<file path="config.mk">
export PLATFORM = sky130hd
export DESIGN_NAME = regbus_core
export DESIGN_NICKNAME = d
export VERILOG_FILES = /design/src/rtl/regbus_pkg.sv /design/src/rtl/regbus_cell.sv /design/src/rtl/regbus_srcmux.sv /design/src/rtl/regbus_core.sv
export SDC_FILE = /design/constraint.sdc
export NUM_CORES = 1
export LEC_CHECK = 0
export ABC_AREA = 1
export BUFFER_PORTS_ARGS = -buffer_cell sky130_fd_sc_hd__buf_4
export CORE_ASPECT_RATIO = 1.2
export CORE_UTILIZATION = 54
export DETAILED_ROUTE_END_ITERATION = 16
export PLACE_DENSITY = 0.87
export SETUP_SLACK_MARGIN = 0.4
export SYNTH_ARGS = -nofsm -noshare
export SYNTH_HDL_FRONTEND = slang
export SYNTH_SLANG_ARGS = --single-unit
</file>
<file path="constraint.sdc">
create_clock -name clk -period 1.9 [get_ports clk]
set_input_delay 0.57 -clock clk [delete_from_list [all_inputs] [get_ports clk]]
set_output_delay 0.57 -clock clk [all_outputs]
set_load 0.005 [all_outputs]
</file>
<file path="src/rtl/regbus_pkg.sv">
package regbus_pkg;
   localparam int NUM_REGS = 5;
   localparam int SEL_W    = 3;
   typedef enum logic [SEL_W-1:0] {
      SRC_GP1   = 3'd0,
      SRC_GP2   = 3'd1,
      SRC_GP3   = 3'd2,
      SRC_INSTR = 3'd3,
      SRC_DATA  = 3'd4
   } src_e;
endpackage

</file>
<file path="src/rtl/regbus_cell.sv">
module regbus_cell #(
   parameter int                DATA_W = 16,
   parameter logic [DATA_W-1:0] INIT   = '0
) (
   input  logic              clk,
   input  logic              rst,
   input  logic              load,
   input  logic [DATA_W-1:0] d,
   output logic [DATA_W-1:0] q
);
   always_ff @(posedge clk) begin
      if (rst)       q <= INIT;
      else if (load) q <= d;
   end
endmodule

</file>
<file path="src/rtl/regbus_srcmux.sv">
module regbus_srcmux #(
   parameter int DATA_W     = 16,
   parameter int NREG       = 5,
   parameter int SEL_W      = 3,
   parameter bit MUX_ONEHOT = 1'b1
) (
   input  logic [DATA_W-1:0] regs_i [NREG],
   input  logic [SEL_W-1:0]  sel,
   output logic [DATA_W-1:0] bus
);
   localparam int SLOTS = 1 << SEL_W;

   generate
      if (MUX_ONEHOT) begin : g_andor
         logic [NREG-1:0] hot;
         always_comb begin
            for (int i = 0; i < NREG; i++) hot[i] = (sel == SEL_W'(i));
         end
         always_comb begin
            bus = '0;
            for (int i = 0; i < NREG; i++) bus = bus | ({DATA_W{hot[i]}} & regs_i[i]);
         end
      end else begin : g_index
         logic [DATA_W-1:0] padded [SLOTS];
         for (genvar j = 0; j < SLOTS; j++) begin : g_pad
            if (j < NREG) begin : g_live
               assign padded[j] = regs_i[j];
            end else begin : g_zero
               assign padded[j] = '0;
            end
         end
         assign bus = padded[sel];
      end
   endgenerate
endmodule

</file>
<file path="src/rtl/regbus_core.sv">
module regbus_core
   import regbus_pkg::*;
#(
   parameter int DATA_W     = 16,
   parameter bit MUX_ONEHOT = 1'b1,
   parameter int RST_GP1    = 1,
   parameter int RST_GP2    = 2,
   parameter int RST_GP3    = 3,
   parameter int RST_INSTR  = 0,
   parameter int RST_DATA   = 4
) (
   input  logic                clk,
   input  logic                rst,
   input  logic [SEL_W-1:0]    src_sel,
   input  logic [NUM_REGS-1:0] load_vec,
   output logic [DATA_W-1:0]   bus_out,
   output logic [DATA_W-1:0]   gp1_q,
   output logic [DATA_W-1:0]   gp2_q,
   output logic [DATA_W-1:0]   gp3_q,
   output logic [DATA_W-1:0]   instr_q,
   output logic [DATA_W-1:0]   data_q
);
   localparam logic [DATA_W-1:0] RST_VEC [NUM_REGS] = '{
      DATA_W'(RST_GP1), DATA_W'(RST_GP2), DATA_W'(RST_GP3),
      DATA_W'(RST_INSTR), DATA_W'(RST_DATA)};

   generate
      if (DATA_W < 1) begin : g_bad_width
         $error("regbus_core: DATA_W must be at least 1");
      end
      if ((1 << SEL_W) < NUM_REGS) begin : g_bad_sel
         $error("regbus_core: select code too narrow for register count");
      end
      if (DATA_W < 31) begin : g_rst_range
         if (RST_GP1 >= (1 << DATA_W) || RST_GP2 >= (1 << DATA_W) ||
             RST_GP3 >= (1 << DATA_W) || RST_INSTR >= (1 << DATA_W) ||
             RST_DATA >= (1 << DATA_W)) begin : g_bad_rst
            $error("regbus_core: reset value does not fit DATA_W");
         end
      end
   endgenerate

   logic [DATA_W-1:0] regs_q [NUM_REGS];
   logic [DATA_W-1:0] bus;

   regbus_srcmux #(
      .DATA_W(DATA_W), .NREG(NUM_REGS), .SEL_W(SEL_W), .MUX_ONEHOT(MUX_ONEHOT)
   ) u_srcmux (
      .regs_i(regs_q), .sel(src_sel), .bus(bus)
   );

   generate
      for (genvar i = 0; i < NUM_REGS; i++) begin : g_reg
         regbus_cell #(.DATA_W(DATA_W), .INIT(RST_VEC[i])) u_cell (
            .clk(clk), .rst(rst), .load(load_vec[i]), .d(bus), .q(regs_q[i])
         );
      end
   endgenerate

   assign bus_out = bus;
   assign gp1_q   = regs_q[SRC_GP1];
   assign gp2_q   = regs_q[SRC_GP2];
   assign gp3_q   = regs_q[SRC_GP3];
   assign instr_q = regs_q[SRC_INSTR];
   assign data_q  = regs_q[SRC_DATA];
endmodule

</file>
==> results.cfg <==
[logic_synthesis]
avgSynthCellArea_sq_um = 6.366
yosysUniqueCellTypes = 19
ys_warn_count = 0
yosys.area.top_type = dfxtp_1
ys_seq_elements = 80
syn-num-nets = 691
netlist.area_leader.share = 0.3694
yosysSeqAreaShare = 0.3694
yosys-top-cells-area = dfxtp_1, nand3_1, nand2_1
netlist_area_sq_um = 4335
synth_cells = 681

[detailed_routing]
routed_via_density = 5.877
drtIter0Drc = 542
drc = 0
first_pass_iters = 6
num_vias = 5401
routedWlPerCell_um = 17.52
ant_nets = 0
drt_wl_total_um = 16100

[timing]
hold_slack_ns = 0.5343
slew_violations = 0
timing.slew.headroom = 0.5362
fin_crit_sh = 1.095
setup_viol = 16
clock_skew_ns = 0.008392
hold_viol = 0
fin_ws_ns = -0.1803
rsz0062_at_grt = true
fin_crit_ns = 2.080
worst_pin_slew_ns = 0.6950
fmax_ghz = 0.4807

[die]
die-area_sq_um = 8392
core_area_sq_um = 7707
fp.dieW_um = 83.80
boundaryPins = 106
die_h_um = 100.2
start_util = 0.5625
std_cell_rows = 35

[clock_network]
cts_tree = done
clock_latency_ns = 0.36
root_buffer = clkbuf_8
cts_inserted_buffers = 9
clock-sinks = 80
clockBufferDepth = 2
htreeDepth = 3
clkSlewWorstSetupHoldPaths_ns = 0.08
ctsHoldBuffers = 0

[setup_path]
path_class = input port to output port
cp_max_fo = 9
required_ns = 1.33
crit_path_start_kind = input port
cp-end-kind = output port
r2r_slack_ns = 0.59
crit_arrival_ns = 1.51

[global_route]
grt_pass1_wl_um = 24470
grtUsageTotal = 0.3708
grt_pass1_vias = 5007
antenna_found_initial = 0
grt_overflow = 0
grt_max_degree = 44

[layout]
fin_area_sq_um = 6100
layout_commonest_cell = buf_4
area_growth_pct = 40.69
drive_above_1_share = 0.3422
largest_reg_flops = 80
fin_cells = 919
layout_common_cells = buf_4, nor2_1, nand2_1, inv_1, nand3_1
final_net_count = 832
fin_util = 0.7914
largestRegisters = g.u_cell.q: 80 flops
antenna_cells = 0
regMostFlops = g.u_cell.q

[power_and_ir_drop]
p_leak_nw = 3.509
finalPower_w = 0.004296
cellPowerDensity_nw_per_um2 = 704.3
peakVddDrop_mv = 0.4537

[placement]
dpl_cell_area_sq_um = 5605
dp.cells = 893
hpwl_um = 9919
io_buffer_count = 105
finalWeightedCongestion = 0.8615

[status]
violations = negative setup slack
status = complete, but fails checks

[run]
cap_violations = 0

[min_path]
hp-class = register to register
==> worst paths after layout <==
| path | startpoint | endpoint | cells past startpoint |
|---|---|---|---|
| hold reg to reg | g_reg[0].u_cell.q[0]$_SDFFE_PP1P_ | g_reg[0].u_cell.q[0]$_SDFFE_PP1P_ | 2 |
| setup / recovery | src_sel[1] | bus_out[0] | 8 |
| hold / removal | g_reg[0].u_cell.q[0]$_SDFFE_PP1P_ | g_reg[0].u_cell.q[0]$_SDFFE_PP1P_ | 2 |
| setup reg to reg | g_reg[3].u_cell.q[2]$_SDFFE_PP0P_ | g_reg[0].u_cell.q[2]$_SDFFE_PP0P_ | 8 |
==> what timing repair did <==
| item | 4_1_cts | 5_1_grt |
|---|---|---|
| endpoints found under the setup margin | 17 | 24 |
| hold endpoints to repair | 0 | 0 |
| gates cloned | 1 | 1 |
| resized for setup | 34 | 24 |
| setup buffers | 8 | 0 |
| pin swaps | 16 | 3 |
==> cell families (layout without fill, tap and decap cells) <==
family                 Yosys count  in the layout  synth area share
and+or+nand+nor                426            426            0.4522
DFF                             80             80            0.3694
AOI/OAI and AO/OA               20             20           0.02309
buffers and inverters          155            301            0.1553
==> cell usage after synthesis <==
library cell	count
inv_2	14
nand4_1	32
buf_4	2
dfxtp_1	80
a21oi_1	20
buf_8	1
nand3b_4	1
nor2_4	10
nor2_8	1
nand2_1	133
nor2_2	16
buf_6	8
inv_4	1
buf_2	8
buf_1	5
clkbuf_1	18
nor2_1	126
inv_1	98
nand3_1	107
==> final cells by class <==
| class | count | area, sq um |
|---|---|---|
| multi-input combinational | 446 | 2251 |
| sequential | 80 | 1613 |
| fill | 485 | 1608 |
| timing repair buffer | 171 | 1461 |
| inverter | 113 | 431.7 |
| clock buffer | 11 | 141.4 |
| tap | 92 | 115.1 |
| clock inverter | 5 | 80.08 |
| timing repair inverter | 1 | 6.256 |
==> per-layer routing <==
layer	global-route usage	wire length (um)
met3	0.06826	2037
met2	0.5941	7341
met4	0.2334	919
met1	0.4625	5801
met5	0	0
==> report_power, final <==
part           switching [W]  total (W)  internal, W  leakage [nW]
Combinational       0.000524   0.000957     0.000434          2.74
Sequential          0.000113    0.00190      0.00179         0.664
Clock               0.000663    0.00144     0.000775         0.106
Total                0.00130    0.00430      0.00300          3.51
==> stage by stage <==
step / TNS (ns) / worst slack [ns]
global placement: -1.892 / -0.1605
floorplan: 0 / 0.07141
CTS: -0.8051 / -0.07913
global route: -2.579 / -0.2261
detailed placement: -2.169 / -0.1828
finish: -1.953 / -0.1803
==> critical path: stages <==
cell and delay (ns):
buf_12 0.12, nor2_8 0.20, buf_12 0.16, nand3_1 0.09
nand2_1 0.10, inv_1 0.07, nand2_2 0.08, buf_4 0.11
No activity file was read; power rests on OpenSTA's default activity.
